**config.mk**
```make
export PLATFORM = sky130hd
export DESIGN_NAME = flash_cmd_ctrl
export DESIGN_NICKNAME = d
export VERILOG_FILES = /design/src/rtl/flash_cmd_pkg.sv /design/src/rtl/flash_seq_decoder.sv /design/src/rtl/flash_op_timer.sv /design/src/rtl/flash_rd_mux.sv /design/src/rtl/flash_cmd_ctrl.sv
export SDC_FILE = /design/constraint.sdc
export NUM_CORES = 1
export LEC_CHECK = 0
export BUFFER_PORTS_ARGS = -buffer_cell sky130_fd_sc_hd__buf_4
export CORE_MARGIN = 8
export CORE_UTILIZATION = 58
export CTS_CLUSTER_DIAMETER = 50
export DETAILED_ROUTE_END_ITERATION = 8
export GPL_TIMING_DRIVEN = 0
export PLACE_DENSITY_LB_ADDON = 0.1
export SLEW_MARGIN = 40
export SYNTH_ARGS = -nofsm -noshare
export SYNTH_HDL_FRONTEND = slang
export SYNTH_SLANG_ARGS = --single-unit
```
**constraint.sdc**
```tcl
create_clock -name clk_i -period 6.4 [get_ports clk_i]
set_clock_uncertainty 0.2 [all_clocks]
set_input_delay 0.64 -clock clk_i [delete_from_list [all_inputs] [get_ports clk_i]]
set_output_delay 0.64 -clock clk_i [all_outputs]
set_load 0.1 [all_outputs]
```
**src/rtl/flash_cmd_pkg.sv**
```systemverilog
package flash_cmd_pkg;
  typedef enum logic [7:0] {
    CMD_RESET    = 8'h00,
    CMD_STATUS   = 8'h01,
    CMD_IDREAD   = 8'h02,
    CMD_VFY0     = 8'h04,
    CMD_VFY1     = 8'h08,
    CMD_CONVERGE = 8'h10,
    CMD_PROGRAM  = 8'h40,
    CMD_ERASE    = 8'h80
  } cmd_e;

  localparam logic [15:0] UNLOCK_ADDR_A = 16'h5555;
  localparam logic [15:0] UNLOCK_ADDR_B = 16'h2AAA;
  localparam logic [7:0]  UNLOCK_DATA_A = 8'hAA;
  localparam logic [7:0]  UNLOCK_DATA_B = 8'h55;
  localparam int unsigned STAT_BUSY_BIT = 7;
  localparam int unsigned STAT_ERR_BIT  = 0;

  // bit 5 carries no command
  function automatic logic code_legal(input logic [7:0] c);
    return ($countones(c) <= 1) && !c[5];
  endfunction
endpackage

```
**src/rtl/flash_seq_decoder.sv**
```systemverilog
module flash_seq_decoder
  import flash_cmd_pkg::*;
#(
  parameter int unsigned ADDR_W  = 17,
  parameter int unsigned GAP_CYC = 150
) (
  input  logic              clk_i,
  input  logic              rst_ni,
  input  logic              en_i,
  input  logic              wr_valid_i,
  input  logic [ADDR_W-1:0] wr_addr_i,
  input  logic [7:0]        wr_data_i,
  output logic              start_o,
  output logic [7:0]        code_o,
  output logic              err_o
);
  localparam int unsigned GW = $clog2(GAP_CYC + 2);
  localparam logic [GW-1:0] GAP_LIM = GW'(GAP_CYC);
  localparam logic [GW-1:0] GAP_SAT = GW'(GAP_CYC + 1);
  localparam logic [ADDR_W-1:0] ADDR_A = ADDR_W'(UNLOCK_ADDR_A);
  localparam logic [ADDR_W-1:0] ADDR_B = ADDR_W'(UNLOCK_ADDR_B);

  logic [1:0]    pos_q;
  logic [GW-1:0] gap_q;
  logic [7:0]    code_q;
  logic          wr, late, step_ok;

  assign wr   = wr_valid_i && en_i;
  // gap_q holds the cycle distance to the previous accepted write
  assign late = (pos_q != 2'd0) && (gap_q > GAP_LIM);

  always_comb begin
    unique case (pos_q)
      2'd0:    step_ok = (wr_addr_i == ADDR_A) && (wr_data_i == UNLOCK_DATA_A);
      2'd1:    step_ok = (wr_addr_i == ADDR_B) && (wr_data_i == UNLOCK_DATA_B);
      2'd2:    step_ok = (wr_addr_i == ADDR_A) && code_legal(wr_data_i);
      default: step_ok = 1'b1;
    endcase
  end

  assign err_o   = wr && (late || !step_ok);
  assign start_o = wr && !late && (pos_q == 2'd3);
  assign code_o  = code_q;

  always_ff @(posedge clk_i or negedge rst_ni) begin
    if (!rst_ni) begin
      pos_q  <= 2'd0;
      gap_q  <= GAP_SAT;
      code_q <= 8'h00;
    end else begin
      if (wr) begin
        pos_q <= err_o ? 2'd0 : pos_q + 2'd1;
        gap_q <= GW'(1);
        if (pos_q == 2'd2) code_q <= wr_data_i;
      end else if (gap_q != GAP_SAT) begin
        gap_q <= gap_q + GW'(1);
      end
    end
  end
endmodule

```
**src/rtl/flash_op_timer.sv**
```systemverilog
module flash_op_timer #(
  parameter int unsigned TO_CYC    = 250,
  parameter int unsigned ERASE_CYC = 1000,
  parameter int unsigned VFY_CYC   = 25
) (
  input  logic clk_i,
  input  logic rst_ni,
  input  logic start_i,
  input  logic long_i,
  input  logic abort_i,
  output logic busy_o,
  output logic vfy_ok_o
);
  localparam int unsigned MAX_CYC = (ERASE_CYC > TO_CYC) ? ERASE_CYC : TO_CYC;
  localparam int unsigned W = $clog2(MAX_CYC + 1);
  localparam logic [W-1:0] SHORT_END = W'(TO_CYC - 1);
  localparam logic [W-1:0] LONG_END  = W'(ERASE_CYC - 1);
  localparam logic [W-1:0] VFY_W     = W'(VFY_CYC);

  logic [W-1:0] elapsed_q, end_q;
  logic         busy_q;

  always_ff @(posedge clk_i or negedge rst_ni) begin
    if (!rst_ni) begin
      busy_q    <= 1'b0;
      elapsed_q <= '0;
      end_q     <= SHORT_END;
    end else if (start_i) begin
      busy_q    <= 1'b1;
      elapsed_q <= '0;
      end_q     <= long_i ? LONG_END : SHORT_END;
    end else if (busy_q) begin
      if (abort_i || elapsed_q == end_q) busy_q <= 1'b0;
      else elapsed_q <= elapsed_q + W'(1);
    end
  end

  assign busy_o   = busy_q;
  assign vfy_ok_o = elapsed_q >= VFY_W;
endmodule

```
**src/rtl/flash_rd_mux.sv**
```systemverilog
module flash_rd_mux
  import flash_cmd_pkg::*;
#(
  parameter logic [7:0] MFR_CODE = 8'h52,
  parameter logic [7:0] DEV_CODE = 8'h04
) (
  input  logic       busy_i,
  input  cmd_e       cmd_i,
  input  logic       id_sel_i,
  input  logic       err_i,
  input  logic       vfy_ok_i,
  input  logic [7:0] arr_rdata_i,
  output logic [7:0] rd_data_o,
  output logic       rd_valid_o
);
  logic [7:0] status;

  always_comb begin
    status = '0;
    status[STAT_BUSY_BIT] = busy_i;
    status[STAT_ERR_BIT]  = err_i;
  end

  always_comb begin
    rd_data_o  = arr_rdata_i;
    rd_valid_o = 1'b1;
    if (busy_i) begin
      unique case (cmd_i)
        CMD_VFY0, CMD_VFY1: rd_valid_o = vfy_ok_i;
        CMD_IDREAD:         rd_data_o  = id_sel_i ? DEV_CODE : MFR_CODE;
        default:            rd_data_o  = status;
      endcase
    end
  end
endmodule

```
**src/rtl/flash_cmd_ctrl.sv**
```systemverilog
module flash_cmd_ctrl
  import flash_cmd_pkg::*;
#(
  parameter int unsigned ADDR_W   = 17,
  parameter int unsigned CLK_HZ   = 50_000_000,
  parameter int unsigned GAP_US   = 150,
  parameter int unsigned TO_US    = 250,
  parameter int unsigned ERASE_US = 1000,
  parameter int unsigned VFY_US   = 25,
  parameter logic [7:0]  MFR_CODE = 8'h52,
  parameter logic [7:0]  DEV_CODE = 8'h04
) (
  input  logic              clk_i,
  input  logic              rst_ni,
  input  logic              wr_valid_i,
  input  logic [ADDR_W-1:0] wr_addr_i,
  input  logic [7:0]        wr_data_i,
  input  logic              low_vcc_i,
  input  logic [7:0]        arr_rdata_i,
  output logic [7:0]        rd_data_o,
  output logic              rd_valid_o,
  output logic              busy_o,
  output logic              arr_prog_o,
  output logic              arr_erase_o,
  output logic [ADDR_W-1:0] op_addr_o,
  output logic [7:0]        op_data_o
);
  localparam int unsigned CYC_PER_US = CLK_HZ / 1_000_000;
  localparam int unsigned GAP_CYC    = GAP_US * CYC_PER_US;
  localparam int unsigned TO_CYC     = TO_US * CYC_PER_US;
  localparam int unsigned ERASE_CYC  = ERASE_US * CYC_PER_US;
  localparam int unsigned VFY_CYC    = VFY_US * CYC_PER_US;

  logic              start, seq_err, busy, vfy_ok;
  logic [7:0]        code;
  cmd_e              cmd_q;
  logic [ADDR_W-1:0] op_addr_q;
  logic [7:0]        op_data_q;
  logic              err_q, prog_q, erase_q;

  flash_seq_decoder #(.ADDR_W(ADDR_W), .GAP_CYC(GAP_CYC)) u_dec (
    .clk_i, .rst_ni,
    .en_i      (!busy),
    .wr_valid_i, .wr_addr_i, .wr_data_i,
    .start_o   (start),
    .code_o    (code),
    .err_o     (seq_err)
  );

  flash_op_timer #(.TO_CYC(TO_CYC), .ERASE_CYC(ERASE_CYC), .VFY_CYC(VFY_CYC)) u_tmr (
    .clk_i, .rst_ni,
    .start_i  (start),
    .long_i   (code == CMD_ERASE),
    .abort_i  (low_vcc_i),
    .busy_o   (busy),
    .vfy_ok_o (vfy_ok)
  );

  always_ff @(posedge clk_i or negedge rst_ni) begin
    if (!rst_ni) begin
      cmd_q     <= CMD_RESET;
      op_addr_q <= '0;
      op_data_q <= '0;
      err_q     <= 1'b0;
      prog_q    <= 1'b0;
      erase_q   <= 1'b0;
    end else begin
      prog_q  <= start && (code == CMD_PROGRAM);
      erase_q <= start && (code == CMD_ERASE);
      if (start) begin
        cmd_q     <= cmd_e'(code);
        op_addr_q <= wr_addr_i;
        op_data_q <= wr_data_i;
      end
      if (seq_err || (busy && low_vcc_i)) err_q <= 1'b1;
      else if (start && code == CMD_RESET) err_q <= 1'b0;
    end
  end

  flash_rd_mux #(.MFR_CODE(MFR_CODE), .DEV_CODE(DEV_CODE)) u_mux (
    .busy_i      (busy),
    .cmd_i       (cmd_q),
    .id_sel_i    (op_addr_q[0]),
    .err_i       (err_q),
    .vfy_ok_i    (vfy_ok),
    .arr_rdata_i,
    .rd_data_o,
    .rd_valid_o
  );

  assign busy_o      = busy;
  assign arr_prog_o  = prog_q;
  assign arr_erase_o = erase_q;
  assign op_addr_o   = op_addr_q;
  assign op_data_o   = op_data_q;
endmodule

```
==> impl_metrics.ini <==
[logic_synthesis]
syn_avg_cell_area_um2 = 10.68
ys_types = 59
yosysTopAreaCell = dfrtp_1
syn-num-nets = 466
synth_area_leaders = dfrtp_1 (40%), ha_1 (6.7%), mux2_2 (6.6%)
synth_top_area_frac = 0.4021
synthCells = 402
ys_seq_area_frac = 0.4572
synth_edf_count = 0
yosysWarnings = 0
synth_flop_cell = dfrtp_1
synth_area_um2 = 4294
ys_ff_latch = 78
synthArstFlopShare = 1.000

[global_route]
grt_overflow = 0
met2_usage = 0.3233
top_usage_layer = met2
grt_pass1_vias = 3456
grt_first_pass_wirelength_mm = 16.68
met3_usage = 0.05722
antenna_found_initial = 0
use_met1 = 0.2634
grt_util_all_layers = 0.2052
grt_max_degree = 79

[detailed_routing]
drc = 0
vias = 3342
wl_mm = 9.902
detail-route-antenna-nets = 0
drt_first_pass_iters = 4
post_drt_wl_per_cell_um = 16.78
via_per_inst = 5.664
drt-initial-drc-count = 130

[worst_setup_path]
crit_path_top_delay_cell = fa_1
cpMostUsedCell = inv_1
worstSetupPathType = in -> reg
crit_chain = buf_4, inv_1, ha_1, inv_1, fa_1, inv_1, fa_1, inv_1, ha_1, inv_1, fa_1, nand4b_1, a2111oi_0, o21ai_0, o2bb2ai_1
start_kind = input pin
end_kind = register
timing.critical_path.fanout_max = 4
required_ns = 6.44
max_stage_delay_ns = 0.48
cp.arrival_ns = 3.75
crit_family = adder cells
crit_buf_inv = 6

[cells_and_area]
syn2layout_area_growth_pct = 19.96
antenna_cells = 0
final_common_cell = buf_4
final_cell_mix = buf_4 (73), dfrtp_1 (69), nand2_1 (31), inv_1 (27), mux2_2 (25)
nets = 550
drive_gt1_frac = 0.2892

[pwr]
seqPwrFrac = 0.528
p_int_uw = 687.6
switchingPower_uw = 277.7
ir_worst_vdd_mv = 0.1509
power.share.clock = 0.361
combPwrFrac = 0.111
p_per_area_nw_per_um2 = 187.4
p_total_uw = 965.4
power.leakage_nw = 2.461
sw_frac_of_total = 0.2877

[clocking]
cts_tree = yes
clock_latency_ns = 0.36
holdBufCountCts = 0
cts_buffers = 9
clk_pin_slew_worst_paths_ns = 0.09
root_buffer = clkbuf_8
cts.sinks = 78
cts_buffer_depth = 2
post_cts_buffers = 0
cts_resized = 0
h-tree-depth = 3

[floorplan]
rows = 31
die_y_um = 102.0
core_um2 = 7214
die_x_um = 102.0
die_area_um2 = 10410
start_util = 0.5952
io_pins = 74

[sta]
drv_slew = 0
setup_viol = 0
rsz0062_at_grt = no
max_freq_mhz = 269.8
relSlewSlack = 0.5303
worst-slew-pin-transition_ns = 0.7046
finalHoldViolCount = 0
setup-tns-final_ns = 0
period_minus_slack_ns = 3.707
timing.final.crit_share = 0.5792

[place]
port_buffers = 73
hpwlAfterDp_mm = 7.446
gp_congestion = 0.8436

[hold_path]
hold_path_class = in -> async

[job]
cap_violations = 0

[run_status]
status = complete, no violations
sequential cells by signal, indices dropped and copies added (netlist names):
name / flops
arr_erase_o: 1
u_tmr.busy_o: 1
u_dec.pos_q: 2
arr_prog_o: 1
op_data_o: 8
u_dec.gap_q: 13
u_tmr.end_q: 2
err_q: 1
cmd_q: 8
op_addr_o: 17
u_dec.code_o: 8
u_tmr.elapsed_q: 16
cells in the mapped netlist, types with 9 or more instances:
cell type  number
o21ai_0        17
o31ai_1        12
dfrtp_1        69
a21oi_1        16
xnor2_1         9
inv_1          27
mux2_2         25
nand2_1        31
nand4_1         9
nand3_1        10
nor2_1         24
ha_1           23
dfstp_2         9
cell type report:
cell class | instances | area, um2
inverter | 27 | 101.3
tap | 99 | 123.9
sequential | 78 | 1963
multi-input combinational | 278 | 2108
timing repair buffer | 73 | 551.8
clock inverter | 7 | 57.56
fill | 548 | 2063
buffer | 19 | 121.4
clock buffer | 9 | 123.9
power by group through the flow:
stage	logic [mW]	clock network (mW)	registers (mW)
finish	0.108	0.348	0.510
floorplan	0.0593	0	0.517
global placement	0.104	0	0.519
global route	0.120	0.378	0.511
CTS	0.109	0.358	0.510
detailed placement	0.109	0	0.519
path summary, 6_finish.rpt:
path                                start                  end  slack, ns  depth (start not counted)
min reg2reg                  op_addr_o[5]         op_addr_o[5]       0.29                          1
max in group asynchronous          rst_ni        op_addr_o[13]       5.42                          1
max reg2reg                u_dec.gap_q[6]         op_data_o[3]       3.57                          5
max                          wr_data_i[6]                err_q       2.69                         15
min                                rst_ni  u_tmr.elapsed_q[11]       0.09                          1
min in group clk_i           op_addr_o[5]         op_addr_o[5]       0.29                          1
worst register-to-register path: cells and delay by family (launching register included):
kind | cells | cell delay [ns]
compound gates | 2 | 0.70
flops | 1 | 0.58
simple gates | 1 | 0.49
mux | 1 | 0.38
buf+inv | 1 | 0.37
logic make-up (layout without fill, tap and decap cells):
family	after synthesis	in the layout	synth area share
muxes	34	34	0.08887
DFF	78	78	0.4572
AOI/OAI and AO/OA	63	63	0.09791
and+or+nand+nor	140	140	0.1900
adders and majority gates	27	27	0.08567
buffers and inverters	46	135	0.05186
xor gates and xnor gates	14	14	0.02856
metrics by stage:
stage               cell area, um2  utilization  hold WS (ns)  cells  worst slack, ns
CTS                           5151       0.7140        0.1166    590            2.731
floorplan                     4294            -        0.1444    402            1.911
global placement              4966       0.6883        0.2715    574            2.405
detailed placement            4970       0.6889        0.2805    574            2.353
global route                  5151       0.7140        0.1440    590            2.544
finish                        5151       0.7140       0.08506    590            2.693
layer usage:
metal	part of all wire	routed length, um
met5	0	0
met4	0.018	177
met3	0.065	640
met2	0.47	4655
met1	0.45	4428
(Power assumes the default switching activity.)
